## config.mk

```make
export PLATFORM = sky130hd
export DESIGN_NAME = msr_sop_repair
export DESIGN_NICKNAME = d
export VERILOG_FILES = /design/src/rtl/msr_pkg.sv /design/src/rtl/msr_state_table.sv /design/src/rtl/msr_decide.sv /design/src/rtl/msr_out_stage.sv /design/src/rtl/msr_sop_repair.sv
export SDC_FILE = /design/constraint.sdc
export NUM_CORES = 1
export LEC_CHECK = 0
export ABC_AREA = 1
export BUFFER_PORTS_ARGS = -buffer_cell sky130_fd_sc_hd__buf_2
export CAP_MARGIN = 15
export CORE_MARGIN = 2
export CORE_UTILIZATION = 35
export CTS_CLUSTER_DIAMETER = 60
export CTS_CLUSTER_SIZE = 40
export DETAILED_ROUTE_END_ITERATION = 10
export PLACE_DENSITY = 0.55
export SYNTH_ARGS = -nofsm -noshare
export SYNTH_HDL_FRONTEND = slang
export SYNTH_SLANG_ARGS = --single-unit
```

## constraint.sdc

```tcl
create_clock -name clk -period 3.36 [get_ports clk]
set_clock_uncertainty 0.2 [all_clocks]
set_input_delay 0.336 -clock clk [delete_from_list [all_inputs] [get_ports clk]]
set_output_delay 0.336 -clock clk [all_outputs]
set_load 0.01 [all_outputs]
```

## src/rtl/msr_pkg.sv

```systemverilog
package msr_pkg;
    typedef enum logic [1:0] {
        CH_CLOSED   = 2'd0,
        CH_OPEN     = 2'd1,
        CH_OPEN_ERR = 2'd2
    } ch_state_e;
endpackage

```

## src/rtl/msr_state_table.sv

```systemverilog
module msr_state_table
    import msr_pkg::*;
#(
    parameter int CHAN_W = 8
) (
    input  logic              clk,
    input  logic              rst_n,
    input  logic [CHAN_W-1:0] rd_chan,
    output ch_state_e         rd_state,
    input  logic              wr_en,
    input  logic [CHAN_W-1:0] wr_chan,
    input  ch_state_e         wr_state,
    input  logic              poison_all
);
    localparam int NUM_CH = 1 << CHAN_W;

    ch_state_e st_q [NUM_CH];

    // One state register per channel; the beat write wins over the global
    // poison because the written value already carries the poison.
    for (genvar ch = 0; ch < NUM_CH; ch++) begin : g_ch
        always_ff @(posedge clk or negedge rst_n) begin
            if (!rst_n) begin
                st_q[ch] <= CH_CLOSED;
            end else if (wr_en && (wr_chan == CHAN_W'(ch))) begin
                st_q[ch] <= wr_state;
            end else if (poison_all && (st_q[ch] == CH_OPEN)) begin
                st_q[ch] <= CH_OPEN_ERR;
            end
        end
    end

    assign rd_state = st_q[rd_chan];
endmodule

```

## src/rtl/msr_decide.sv

```systemverilog
module msr_decide
    import msr_pkg::*;
(
    input  logic      in_vld,
    input  logic      in_sop,
    input  logic      in_eop,
    input  logic      in_err,
    input  logic      link_err,
    input  ch_state_e cur_state,
    output ch_state_e nxt_state,
    output logic      fix_sop,
    output logic      fix_err,
    output logic      miss
);
    ch_state_e eff_state;
    ch_state_e raw_nxt;

    // A link error in this cycle already counts for the beat of this cycle.
    always_comb begin
        if (link_err && (cur_state != CH_CLOSED)) eff_state = CH_OPEN_ERR;
        else                                      eff_state = cur_state;
    end

    always_comb begin
        raw_nxt = cur_state;
        fix_sop = in_sop;
        fix_err = in_err;
        miss    = 1'b0;
        if (in_vld) begin
            if (in_sop) begin
                raw_nxt = in_eop ? CH_CLOSED : CH_OPEN;
            end else begin
                unique case (eff_state)
                    CH_OPEN: begin
                        raw_nxt = in_eop ? CH_CLOSED : CH_OPEN;
                    end
                    CH_OPEN_ERR: begin
                        fix_err = in_err | in_eop;
                        raw_nxt = in_eop ? CH_CLOSED : CH_OPEN_ERR;
                    end
                    default: begin
                        miss    = 1'b1;
                        fix_sop = 1'b1;
                        fix_err = in_err | in_eop;
                        raw_nxt = in_eop ? CH_CLOSED : CH_OPEN_ERR;
                    end
                endcase
            end
        end
    end

    always_comb begin
        if (link_err && (raw_nxt == CH_OPEN)) nxt_state = CH_OPEN_ERR;
        else                                  nxt_state = raw_nxt;
    end
endmodule

```

## src/rtl/msr_out_stage.sv

```systemverilog
module msr_out_stage #(
    parameter int DATA_W = 64,
    parameter int CHAN_W = 8
) (
    input  logic              clk,
    input  logic              rst_n,
    input  logic              d_vld,
    input  logic              d_sop,
    input  logic              d_eop,
    input  logic              d_err,
    input  logic              d_miss,
    input  logic [CHAN_W-1:0] d_chan,
    input  logic [DATA_W-1:0] d_data,
    output logic              q_vld,
    output logic              q_sop,
    output logic              q_eop,
    output logic              q_err,
    output logic              q_miss,
    output logic [CHAN_W-1:0] q_chan,
    output logic [DATA_W-1:0] q_data
);
    always_ff @(posedge clk or negedge rst_n) begin
        if (!rst_n) begin
            q_vld  <= 1'b0;
            q_sop  <= 1'b0;
            q_eop  <= 1'b0;
            q_err  <= 1'b0;
            q_miss <= 1'b0;
            q_chan <= '0;
            q_data <= '0;
        end else begin
            q_vld  <= d_vld;
            q_sop  <= d_vld & d_sop;
            q_eop  <= d_vld & d_eop;
            q_err  <= d_vld & d_err;
            q_miss <= d_vld & d_miss;
            q_chan <= d_chan;
            q_data <= d_data;
        end
    end
endmodule

```

## src/rtl/msr_sop_repair.sv

```systemverilog
module msr_sop_repair
    import msr_pkg::*;
#(
    parameter int DATA_W = 64,
    parameter int CHAN_W = 8
) (
    input  logic              clk,
    input  logic              rst_n,
    input  logic              in_vld,
    input  logic              in_sop,
    input  logic              in_eop,
    input  logic              in_err,
    input  logic [CHAN_W-1:0] in_chan,
    input  logic [DATA_W-1:0] in_data,
    input  logic              link_err,
    output logic              out_vld,
    output logic              out_sop,
    output logic              out_eop,
    output logic              out_err,
    output logic [CHAN_W-1:0] out_chan,
    output logic [DATA_W-1:0] out_data,
    output logic              msop_err
);
    ch_state_e cur_state;
    ch_state_e nxt_state;
    logic      fix_sop;
    logic      fix_err;
    logic      miss;

    msr_state_table #(.CHAN_W(CHAN_W)) table_i (
        .clk        (clk),
        .rst_n      (rst_n),
        .rd_chan    (in_chan),
        .rd_state   (cur_state),
        .wr_en      (in_vld),
        .wr_chan    (in_chan),
        .wr_state   (nxt_state),
        .poison_all (link_err)
    );

    msr_decide decide_i (
        .in_vld    (in_vld),
        .in_sop    (in_sop),
        .in_eop    (in_eop),
        .in_err    (in_err),
        .link_err  (link_err),
        .cur_state (cur_state),
        .nxt_state (nxt_state),
        .fix_sop   (fix_sop),
        .fix_err   (fix_err),
        .miss      (miss)
    );

    msr_out_stage #(.DATA_W(DATA_W), .CHAN_W(CHAN_W)) out_i (
        .clk    (clk),
        .rst_n  (rst_n),
        .d_vld  (in_vld),
        .d_sop  (fix_sop),
        .d_eop  (in_eop),
        .d_err  (fix_err),
        .d_miss (miss),
        .d_chan (in_chan),
        .d_data (in_data),
        .q_vld  (out_vld),
        .q_sop  (out_sop),
        .q_eop  (out_eop),
        .q_err  (out_err),
        .q_miss (msop_err),
        .q_chan (out_chan),
        .q_data (out_data)
    );
endmodule

```

==> results.md <==
* Status: finished with violations
* Violations in the final reports: setup timing
* Synth unique cells at 26
* End of the worst register-to-register path: table_i.st_q[234]
* Post-placement setup slack at -0.672 ns
* Main combinational cell family by area after synthesis: simple AND/OR/NAND/NOR gates
* Share of the synthesized area in compound gates (AO/OA/AOI/OAI) at 0.0650
* Number of DRC violations after detailed routing at 0
* Final worst-path cycle share at 1.02
* DRC marker count from the first detailed-route iteration at 3297
* Number of hold violations in the final report at 0
* Peak supply drop at 0.000376 V
* Sequential share of the synthesized area at 0.456
* Die H at 308 um
* Hold worst-path end: table_i.st_q[308]
* Number of storage elements in the synthesis netlist at 589
* Largest buffer count on any clock path at 3
* CP max FO at 9
* Gr usage total at 0.241
* Arrival @ worst endpoint at 3.82 ns
* Type of the setup path with the least slack: register to register
* Count of buffering cells on the critical path with inverters included at 6
* Proportion of total power due to net switching at 0.307
* Mux contribution to synthesized area at 0
* Diode count at 0
* RSZ-0062 raised after global routing: true
* Power share of the clock group at 0.442
* Post-Synthesis Cells at 4756
* Core region area at 91500 um^2
* Global-route wire length before repair at 178 mm
* HPWL reported at the end of detailed placement at 70.5 mm
* Avg Cell Area, Syn at 6.80 um^2
* Clock Sinks at 589
* Largest net degree at the start of global routing at 119
* Crit path largest cell delay at 0.36 ns
* Skew-Pair Late Insertion Delay at 0.66 ns
* CP Cell Sequence: inv_1 > o21ai_0 > o21ai_1 > nand2_1 > o21ai_1 > nand2_1 > nor2_1 > buf_4 > nand2_1 > nor2_4 > nand2_2 > a21oi_2 > ha_2 > o21ai_2 > nand2_1 > a21boi_4 > buf_12 > buf_16 > buf_4 > buf_4 > nand3_1 > nand2_1
* Die width at 308 um
* Max-cap violations at 0
* Data required time at the worst endpoint at 3.75 ns
* Most frequent CP cell: nand2_1
* Fraction of final layout cells with drive strength greater than 1 at 0.173
* Synthesis-to-layout area growth at 32.6%
* Highest-delay cell along the critical path: dfrtp_1
* Critical path's top delay family: simple AND/OR/NAND/NOR gates
* Cell internal pwr at 13.4 mW
* Clock transition at the registers of the reported paths at 0.07 ns
* GRT met3 Usage at 0.0311
* Part of the power in registers at 0.391
* Cell leakage power at 22.4 nW
* Least-Margin Pin Slew at 0.903 ns
* Worst flop-to-flop path startpoint: table_i.st_q[393]
* Final antenna-violating net count at 0
* Routed length per instance at 19.9 um
* Count of final setup violators at 210
* Global-route layer with the greatest usage: met2
* Drt total wl at 127 mm
* Cell depth of the worst hold path at 4
* Synth Area in Simple Gates at 0.373
* CTS tree: built
* Post-synthesis share of cell area spent on full adders, half adders and majority gates at 0.000387
* Total die area at 94800 um^2
* Number of global-route vias before repair at 30500
* Depth of the most critical reg-to-reg path at 22
* Minimum clock period after layout at 3.43 ns
* Post-route non-filler standard cell count at 6400
* Max frequency at 0.292 GHz
* Level count of the clock H-tree at 3
* Worst min-delay path class: input pin to register
* I/O Buffers at 155
* Number of iterations in the first detailed-routing pass at 6
* Comb power frac at 0.167
* Hold wc startpoint: link_err
* Max-slew headroom at 0.396
* Area share of xor/xnor cells in the synthesized design at 0
* Number of pins with negative max-slew slack in the final report at 0
* Net load switching power at 5.96 mW
* Mapped Nets at 4836
* P per Cell Area at 453 nW/um^2
* Utilization after layout at 0.468
* Total global routing overflow at 0
* Via count at 33500
* Number of antenna violations at the first check in global routing at 0
* Number of vias per cell at 5.24
* Global routing met1 resource utilization at 0.331
* Yosys synthesis warning count at 0
* Endpoint class of the critical path: register
* Initial core utilization at 0.353
* Clock Root Buffer: clkbuf_16
* Total negative setup slack at -3.61 ns
* Worst setup slack for register-to-register paths at -0.07 ns
* Final net count at 5232
* CTS buffer count at 76
* Global routing met2 resource utilization at 0.388
* Combined area of all synthesized cells at 32300 um^2
* Crit path setup slack, layout at -0.0704 ns
* Placed cell count at 6077
* Cell Rows at 111
* Startpoint types: register
* RePlAce Congestion at 0.848
* Boundary Pins at 156
[synth_stat cells]
cell type	n	share of area
nor2_1	348	0.040
buf_4	38	0.0088
a21boi_2	1	0.00035
nand2_2	1	0.00019
o21ai_0	75	0.012
nand3_1	549	0.085
buf_2	96	0.015
ha_1	1	0.00039
a22o_1	1	0.00027
a21oi_1	5	0.00077
nor3_1	1	0.00015
nand3_2	1	0.00031
o21ai_1	16	0.0025
nor2_4	2	0.00070
buf_6	21	0.0073
inv_2	4	0.00046
buf_1	31	0.0036
dfrtp_1	589	0.46
inv_4	1	0.00019
clkbuf_1	74	0.0086
inv_1	532	0.062
clkbuf_4	1	0.00023
nand2_1	2103	0.24
a31oi_1	256	0.050
nand4_1	5	0.00097
nor2_2	4	0.00077
[how the worst max path moves through the flow]
stage / depth (start not counted) / start / slack [ns] / end
final: 22 / table_i.st_q[393] / -0.07 / table_i.st_q[234]
after global routing: 25 / table_i.st_q[55] / -0.27 / table_i.st_q[234]
after floorplan: 27 / in_chan[0] / 0.24 / table_i.st_q[100]
after detailed placement: 25 / in_chan[0] / -0.67 / table_i.st_q[117]
after global placement: 27 / in_chan[0] / -0.64 / table_i.st_q[65]
after CTS: 23 / table_i.st_q[432] / -0.001 / table_i.st_q[374]
[layer usage]
metal  vias to the layer above  wire length, um
li1                      15700                -
met3                       269            10100
met2                      1513            57000
met5                         -                0
met4                         0             4690
met1                     16000            55300
[timing repair]
item | CTS | global route
setup buffers | 3 | 24
resized for setup | 21 | 293
setup endpoints to repair | 496 | 514
cloned | 3 | 71
pin swaps | 3 | 231
hold buffers | 82 | 0
hold endpoints to repair | 654 | 0
[cell type report]
| type | count | area (um^2) |
|---|---|---|
| well taps | 1186 | 1480 |
| flip-flops and latches | 589 | 14700 |
| multi-input cells | 3369 | 15400 |
| repair buffers | 579 | 6590 |
| inverters | 537 | 2020 |
| fillers | 9034 | 48700 |
| clock inverters | 54 | 591 |
| clock buffers | 86 | 2030 |
[logic make-up after synthesis]
family	Yosys count
simple gates	3014
buf+inv	798
fa+ha+maj	1
flops	589
compound gates	354
[power groups by stage]
stage | logic, mW | registers, mW | clock network, mW
2_1_floorplan | 1.26 | 7.69 | 0
3_3_place_gp | 2.46 | 7.70 | 0
3_5_place_dp | 2.46 | 7.70 | 0
4_1_cts | 2.60 | 7.57 | 8.75
5_1_grt | 3.47 | 7.61 | 9.01
6_report | 3.25 | 7.58 | 8.58
[state kept, by name, summed over array words and instances, names as in the netlist]
register	flops
table_i.st_q	512
out_i.q_chan	8
out_i.q_sop	1
out_i.q_eop	1
out_i.q_err	1
out_i.q_vld	1
out_i.q_miss	1
out_i.q_data	64
[worst reg2reg max path, cell delays in order (launching register included)]
cell and delay, ns:
dfrtp_1 0.36, inv_1 0.08, o21ai_0 0.09, o21ai_1 0.19, nand2_1 0.15, o21ai_1 0.14, nand2_1 0.09, nor2_1 0.10
buf_4 0.14, nand2_1 0.10, nor2_4 0.15, nand2_2 0.08, a21oi_2 0.13, ha_2 0.21, o21ai_2 0.06, nand2_1 0.09
a21boi_4 0.25, buf_12 0.18, buf_16 0.18, buf_4 0.14, buf_4 0.10, nand3_1 0.08, nand2_1 0.07
[metrics by stage]
step | hold slack (ns) | power (mW) | area [um^2]
floorplan | -0.160 | 8.96 | 32300
global placement | 0.0846 | 10.2 | 36100
detailed placement | 0.0853 | 10.2 | 36100
CTS | 0.0351 | 18.9 | 39700
global route | 0.0827 | 20.1 | 42900
finish | 0.0876 | 19.4 | 42900
[layout by cell type, fill, tap and decap left out, types with 4 or more instances in the layout]
cell           count
a31oi_1          256
buf_12            64
buf_16            25
buf_4            180
nand4_1            5
buf_8              6
clkbuf_16        136
buf_2            151
nand3_1          358
nand3_2          182
clkinvlp_4         7
inv_1            528
dfrtp_1          589
o21ai_0           71
nor2_1           330
buf_6             13
o21ai_1           17
inv_6             19
dlygate4sd3_1     82
clkinv_4           4
clkinv_2           6
nand2_2           36
nand2_1         2067
a21oi_1            4
inv_8              7
nor2_2            14
nor2_4            10
clkinv_8           8
clkbuf_8           5
nand3_4           10
inv_2              7
Note: power is estimated with default switching activity, not from simulation.
